### src/rtl/smr_pkg.sv
package smr_pkg;

    localparam int MW  = 16;
    localparam int NST = 4;
    localparam int SW  = $clog2(NST);

    typedef logic signed [MW-1:0] metric_t;
    typedef metric_t [NST-1:0]    mvec_t;
    typedef metric_t [3:0]        gam_t;   // indexed by {u, p}

    typedef enum logic {DIR_FWD = 1'b0, DIR_BWD = 1'b1} dir_e;

    typedef struct packed {
        logic [SW-1:0] nxt;
        logic          par;
    } edge_t;

    typedef struct packed {
        logic [SW-1:0] src;
        logic          ubit;
    } pred_t;

    localparam metric_t M_TOP = metric_t'({1'b0, {(MW-1){1'b1}}});
    localparam metric_t M_BOT = metric_t'({1'b1, {(MW-1){1'b0}}});

    function automatic metric_t sat_add(metric_t a, metric_t b);
        logic [MW:0] s;
        s = {a[MW-1], a} + {b[MW-1], b};
        if (s[MW] != s[MW-1]) return s[MW] ? M_BOT : M_TOP;
        return metric_t'(s[MW-1:0]);
    endfunction

    function automatic metric_t sat_sub(metric_t a, metric_t b);
        logic [MW:0] s;
        s = {a[MW-1], a} - {b[MW-1], b};
        if (s[MW] != s[MW-1]) return s[MW] ? M_BOT : M_TOP;
        return metric_t'(s[MW-1:0]);
    endfunction

    // Successor state and parity bit for input bit u leaving state cur.
    function automatic edge_t step_edge(logic [SW-1:0] cur, logic u);
        edge_t e;
        logic  fb;
        fb    = u ^ cur[1] ^ cur[0];
        e.nxt = {fb, cur[1]};
        e.par = fb ^ cur[0];
        return e;
    endfunction

    // k-th predecessor of state st and the input bit on that branch.
    function automatic pred_t fwd_pred(logic [SW-1:0] st, logic k);
        pred_t p;
        p.src  = {st[0], k};
        p.ubit = st[1] ^ st[0] ^ k;
        return p;
    endfunction

    function automatic mvec_t init_vec();
        mvec_t v;
        for (int s = 0; s < NST; s++) v[s] = (s == 0) ? '0 : M_BOT;
        return v;
    endfunction

endpackage

### src/rtl/smr_branch.sv
module smr_branch
    import smr_pkg::*;
(
    input  metric_t l_sys,
    input  metric_t l_par,
    input  metric_t l_apr,
    output gam_t    gam
);
    metric_t lxa;

    always_comb begin
        lxa    = sat_add(l_sys, l_apr);
        gam[0] = '0;
        gam[1] = l_par;
        gam[2] = lxa;
        gam[3] = sat_add(lxa, l_par);
    end
endmodule

### src/rtl/smr_acs.sv
module smr_acs
    import smr_pkg::*;
#(
    parameter int unsigned ST = 0
) (
    input  mvec_t   m_in,
    input  gam_t    gam,
    input  dir_e    dir,
    output metric_t m_out
);
    localparam logic [SW-1:0] ST_L = SW'(ST);

    metric_t cand [2];
    pred_t   pr   [2];
    edge_t   ed   [2];

    always_comb begin
        for (int k = 0; k < 2; k++) begin
            pr[k] = fwd_pred(ST_L, 1'(k));
            if (dir == DIR_FWD) begin
                ed[k]   = step_edge(pr[k].src, pr[k].ubit);
                cand[k] = sat_add(m_in[pr[k].src], gam[{pr[k].ubit, ed[k].par}]);
            end else begin
                ed[k]   = step_edge(ST_L, 1'(k));
                cand[k] = sat_add(m_in[ed[k].nxt], gam[{1'(k), ed[k].par}]);
            end
        end
        m_out = (cand[1] > cand[0]) ? cand[1] : cand[0];
    end
endmodule

### src/rtl/smr_norm.sv
module smr_norm
    import smr_pkg::*;
(
    input  mvec_t raw,
    output mvec_t nrm
);
    metric_t peak;

    always_comb begin
        peak = raw[0];
        for (int s = 1; s < NST; s++)
            if ($signed(raw[s]) > $signed(peak)) peak = raw[s];
        for (int s = 0; s < NST; s++)
            nrm[s] = sat_sub(raw[s], peak);
    end
endmodule

### src/rtl/smr_ctrl.sv
module smr_ctrl
    import smr_pkg::*;
#(
    parameter int LEN_W = 12
) (
    input  logic             clk,
    input  logic             rst,
    input  logic             start,
    input  dir_e             dir,
    input  logic [LEN_W-1:0] blk_len,
    input  logic             in_valid,
    output logic             busy,
    output dir_e             dir_q,
    output logic             accept,
    output logic             load,
    output logic             wr_en,
    output logic [LEN_W-1:0] wr_addr,
    output logic             done
);
    logic [LEN_W-1:0] rem;
    logic [LEN_W-1:0] addr;
    logic             last_q;
    logic             is_last;

    assign accept  = busy && in_valid;
    assign load    = !busy && start && (blk_len != '0);
    assign is_last = (rem == LEN_W'(1));

    always_ff @(posedge clk) begin
        if (rst) begin
            busy    <= 1'b0;
            dir_q   <= DIR_FWD;
            rem     <= '0;
            addr    <= '0;
            wr_en   <= 1'b0;
            wr_addr <= '0;
            last_q  <= 1'b0;
            done    <= 1'b0;
        end else begin
            wr_en  <= accept;
            last_q <= accept && is_last;
            done   <= wr_en && last_q;
            if (accept) begin
                wr_addr <= addr;
                addr    <= (dir_q == DIR_BWD) ? addr - 1'b1 : addr + 1'b1;
                rem     <= rem - 1'b1;
                if (is_last) busy <= 1'b0;
            end else if (load) begin
                busy  <= 1'b1;
                dir_q <= dir;
                rem   <= blk_len;
                addr  <= (dir == DIR_BWD) ? blk_len - 1'b1 : '0;
            end
        end
    end

    p_write_follows_stage_r3: assert property (@(posedge clk) disable iff (rst)
        wr_en |-> $past(busy) && $past(in_valid));

    p_addr_up_r4: assert property (@(posedge clk) disable iff (rst)
        (wr_en && $past(wr_en) && dir_q == DIR_FWD) |-> wr_addr == LEN_W'($past(wr_addr) + 1'b1));

    p_addr_down_r4: assert property (@(posedge clk) disable iff (rst)
        (wr_en && $past(wr_en) && dir_q == DIR_BWD) |-> wr_addr == LEN_W'($past(wr_addr) - 1'b1));

    p_busy_ends_with_write_r10: assert property (@(posedge clk) disable iff (rst)
        $fell(busy) |-> wr_en);

    p_done_after_write_r10: assert property (@(posedge clk) disable iff (rst)
        done |-> $past(wr_en) && !wr_en);
endmodule

### src/rtl/smr_recursion.sv
module smr_recursion
    import smr_pkg::*;
#(
    parameter int LEN_W = 12
) (
    input  logic                   clk,
    input  logic                   rst,
    input  logic                   start,
    input  logic                   dir,
    input  logic [LEN_W-1:0]       blk_len,
    input  logic                   in_valid,
    input  logic signed [MW-1:0]   llr_sys,
    input  logic signed [MW-1:0]   llr_par,
    input  logic signed [MW-1:0]   llr_apr,
    output logic                   busy,
    output logic                   wr_en,
    output logic [LEN_W-1:0]       wr_addr,
    output logic [NST*MW-1:0]      wr_metric,
    output logic                   done
);
    dir_e  dir_q;
    logic  accept;
    logic  load;
    gam_t  gam;
    mvec_t raw;
    mvec_t nrm;
    mvec_t met_q;
    mvec_t wr_q;

    smr_ctrl #(.LEN_W(LEN_W)) u_ctrl (
        .clk      (clk),
        .rst      (rst),
        .start    (start),
        .dir      (dir_e'(dir)),
        .blk_len  (blk_len),
        .in_valid (in_valid),
        .busy     (busy),
        .dir_q    (dir_q),
        .accept   (accept),
        .load     (load),
        .wr_en    (wr_en),
        .wr_addr  (wr_addr),
        .done     (done)
    );

    smr_branch u_branch (
        .l_sys (llr_sys),
        .l_par (llr_par),
        .l_apr (llr_apr),
        .gam   (gam)
    );

    for (genvar s = 0; s < NST; s++) begin : g_acs
        smr_acs #(.ST(s)) u_acs (
            .m_in  (met_q),
            .gam   (gam),
            .dir   (dir_q),
            .m_out (raw[s])
        );
    end

    smr_norm u_norm (
        .raw (raw),
        .nrm (nrm)
    );

    always_ff @(posedge clk) begin
        if (rst) begin
            met_q <= init_vec();
            wr_q  <= '0;
        end else if (load) begin
            met_q <= init_vec();
        end else if (accept) begin
            met_q <= nrm;
            wr_q  <= nrm;
        end
    end

    assign wr_metric = wr_q;

    p_start_loads_init_r5: assert property (@(posedge clk) disable iff (rst)
        $past(load) |-> met_q == init_vec());

    p_peak_zero_r8: assert property (@(posedge clk) disable iff (rst)
        wr_en |-> ($signed(wr_q[0]) <= 0 && $signed(wr_q[1]) <= 0 &&
                   $signed(wr_q[2]) <= 0 && $signed(wr_q[3]) <= 0) &&
                  (wr_q[0] == '0 || wr_q[1] == '0 || wr_q[2] == '0 || wr_q[3] == '0));

    p_sat_keeps_sign_r9: assert property (@(posedge clk) disable iff (rst)
        (!llr_sys[MW-1] && !llr_apr[MW-1]) |-> !gam[2][MW-1]);

    p_sat_keeps_neg_r6: assert property (@(posedge clk) disable iff (rst)
        (llr_sys[MW-1] && llr_apr[MW-1]) |-> gam[2][MW-1]);
endmodule

### config.mk
export PLATFORM = sky130hd
export DESIGN_NAME = smr_recursion
export DESIGN_NICKNAME = d
export VERILOG_FILES = /design/src/rtl/smr_pkg.sv /design/src/rtl/smr_branch.sv /design/src/rtl/smr_acs.sv /design/src/rtl/smr_norm.sv /design/src/rtl/smr_ctrl.sv /design/src/rtl/smr_recursion.sv
export SDC_FILE = /design/constraint.sdc
export NUM_CORES = 1
export LEC_CHECK = 0
export BUFFER_PORTS_ARGS = -buffer_cell sky130_fd_sc_hd__buf_2
export CELL_PAD_IN_SITES_DETAIL_PLACEMENT = 0
export CELL_PAD_IN_SITES_GLOBAL_PLACEMENT = 2
export CORE_MARGIN = 4
export CORE_UTILIZATION = 39
export DETAILED_ROUTE_END_ITERATION = 16
export GPL_ROUTABILITY_DRIVEN = 0
export GPL_TIMING_DRIVEN = 0
export PLACE_DENSITY = 0.84
export SETUP_SLACK_MARGIN = 0.2
export SYNTH_ARGS = -nofsm -noshare
export SYNTH_HDL_FRONTEND = slang
export SYNTH_HIERARCHICAL = 1
export SYNTH_SLANG_ARGS = --single-unit
### constraint.sdc
create_clock -name clk -period 27 [get_ports clk]
set_clock_uncertainty 0.15 [all_clocks]
set_input_delay 5.4 -clock clk [delete_from_list [all_inputs] [get_ports clk]]
set_output_delay 5.4 -clock clk [all_outputs]
set_load 0.01 [all_outputs]
==> flow_metrics.tcl <==
set metrics [dict create \
    seq_area_sq_um 3385 \
    port_buffers 143 \
    numCtsBuffers 17 \
    synth_area_sq_um 31950 \
    grt_pass1_wl_microns 194100 \
    grt_pass1_vias 30390 \
    synth_cell_types 164 \
    die_width_microns 294.2 \
    stdcell_count 5481 \
    multi_input_area_sq_um 27870 \
    yosysSeqAreaShare 0.1059 \
    dpl.hpwl_microns 110200 \
    worstReg2RegEnd "wr_metric[9]" \
    final_cell_area_sq_um 36230 \
    drv_cap 0 \
    synthTopCellsByCount "ha_1 (436), a21oi_1 (342), nor2_1 (341)" \
    r2r_cells 73 \
    synthArstFlopShare 0 \
    end_kind "flip-flop" \
    grt_max_degree 27 \
    clock_latency_ns 0.47 \
    drive_above_1_share 0.1602 \
    root_buffer "clkbuf_16" \
    cts_hold_buf 0 \
    grt_use_total 0.2942 \
    num_vias 33190 \
    antenna_found_initial 4 \
    grt_overflow 0 \
    crit_type "primary input to flip-flop" \
    crit-reg2reg-launch "met_q[33]" \
    synth-seq-cells 169 \
    drtIter0Drc 2665 \
    status "complete, no violations" \
    cp_slowest_cell "o21ai_1" \
    final_util 0.4484 \
    finalCriticalPeriod_ns 26.08 \
    ff2ff_setup_slack_ns 9.61 \
    drt.antenna.violating_nets 0 \
    dpl.cell_count 5405 \
    max_freq_mhz 38.34 \
    drv_slew 0 \
    h-tree-depth 4 \
    synth.area.top_cells "ha_1 (17%), dfxtp_1 (11%), a21oi_1 (5.4%)" \
    min_path_cells 1 \
    rsz0062_at_grt "false" \
    cp_common_cell "ha_1" \
    cts_buffer_depth 2 \
    syn_area_per_cell_sq_um 7.642 \
    critPathArrivalTime_ns 26.28 \
    worstHoldEndpoint "u_ctrl/done" \
    rows 104 \
    initial_core_util 0.3954 \
    clkTransAtPathRegs_ns 0.08 \
    crit_fanout 10 \
    final-setup-viol-count 0 \
    tightest_slew_ns 1.180 \
    hold_slack_ns 0.2980 \
    critical_path.top_delay_family "compound AO/OA/AOI/OAI gates" \
    yosysWarnings 6 \
    required_ns 27.20 \
    synth_flop_cell "dfxtp_1" \
    max_stage_delay_ns 0.55 \
    cp_num_buf_inv 17 \
    min_path_type "flip-flop to flip-flop" \
    io_pins 144 \
    dieHeight_microns 294.2 \
    synth_most_common_cell "ha_1" \
    synth_top_area_frac 0.1707 \
    hp-start "u_ctrl/last_q" \
    nFillCells 8310 \
    coreArea_sq_um 80810 \
    postPlaceCellArea_sq_um 34120 \
    cts_sinks 169 \
    viasPerCell 6.056 \
    cts_tree "done" \
    drt-total-wl_microns 134200 \
    synth_top_area_cell "ha_1" \
    dieArea_sq_um 86570 \
    drc_errors 0 \
    wl_per_cell_microns 24.48 \
    final_nets 4925 \
    relSlewSlack 0.2107 \
    syn_inst 4181 \
    first_pass_iters 6 \
    hold_viol 0 \
    syn2layout_area_growth_pct 13.40 \
    synth_edf_count 0 \
    cp-start-kind "primary input" \
    period_share 0.9660 \
]
[final cells by class]
type                            instances  share of cell area
Multi-Input combinational cell       3667              0.7692
Sequential cell                       169             0.09340
Tap cell                             1060             0.03660
Buffer                                186             0.03422
Timing Repair Buffer                  192             0.03039
Inverter                              174             0.01813
Clock buffer                           17             0.01174
Clock inverter                         15            0.006285
Antenna cell                            1          0.00006906
[cells in the final DEF (no fill, tap or decap), types with 47 or more instances in the layout]
| master | synthesis | final |
|---|---|---|
| nand4bb_1 | 60 | 60 |
| a21oi_1 | 342 | 320 |
| inv_1 | 168 | 167 |
| ha_1 | 436 | 424 |
| a21o_1 | 112 | 112 |
| dfxtp_1 | 169 | 168 |
| mux2i_1 | 106 | 93 |
| buf_4 | 37 | 87 |
| o21ai_1 | 71 | 64 |
| o21ai_0 | 252 | 240 |
| xor2_1 | 91 | 90 |
| buf_2 | 29 | 170 |
| nand2_1 | 329 | 329 |
| nand3_1 | 99 | 98 |
| o21a_1 | 52 | 51 |
| o211ai_1 | 61 | 61 |
| nor2b_1 | 48 | 47 |
| nor3_1 | 99 | 95 |
| a211oi_1 | 69 | 61 |
| nand2b_1 | 106 | 106 |
| clkbuf_1 | 79 | 66 |
| xnor2_1 | 157 | 157 |
| nor2_1 | 341 | 328 |
[repair_timing]
action / 4_1_cts / 5_1_grt
pin swaps: 6 / 31
hold endpoints to repair: 0 / 0
gates resized for setup: 97 / 158
setup endpoints to repair: 128 / 128
setup buffers: 2 / 41
[sequential cells by signal, indices dropped and copies added (netlist names)]
register and cells:
u_ctrl/wr_addr 12, u_ctrl/rem 12, u_ctrl/last_q 1, u_ctrl/done 1
u_ctrl/wr_en 1, u_ctrl/dir_q 1, wr_metric 64, u_ctrl/addr 12
u_ctrl/busy 1, met_q 64
[stage by stage]
step	worst slack [ns]	setup TNS, ns
3_3_place_gp	-4.468	-516.13
6_report	0.9180	0
2_1_floorplan	2.138	0
3_5_place_dp	-3.544	-403.16
4_1_cts	0.1545	0
5_1_grt	0.06561	0
[worst max-delay path by stage]
stage / from / endpoint / cells past startpoint
floorplan: llr_sys[0] / wr_metric[49] / 90
global placement: llr_sys[0] / wr_metric[49] / 89
detailed placement: llr_sys[0] / wr_metric[49] / 93
CTS: llr_sys[0] / wr_metric[49] / 98
global route: llr_sys[0] / wr_metric[56] / 99
finish: llr_sys[0] / wr_metric[9] / 95
[logic make-up (layout without fill, tap and decap cells)]
group / after synthesis / count (layout) / synth area share
other: 1 / 17 / 0.0001174
XOR/XNOR: 248 / 248 / 0.06798
flip-flops: 169 / 169 / 0.1059
adder cells (fa/ha/maj): 486 / 486 / 0.1920
AND/OR/NAND/NOR: 1336 / 1336 / 0.2192
AO/OA/AOI/OAI: 1442 / 1442 / 0.3108
multiplexers: 139 / 139 / 0.04656
buffers and inverters: 360 / 584 / 0.05744
[layer usage]
layer / vias up / track usage / wire length (microns)
met5: - / 0 / 0
met4: 0 / 0.1223 / 6515
met3: 223 / 0.04272 / 8683
met2: 1092 / 0.4657 / 58640
met1: 15700 / 0.4006 / 60360
li1: 16170 / - / -
Power is not shown: default switching activity piles up to over one toggle a cycle in this logic, so the estimate is an artifact.
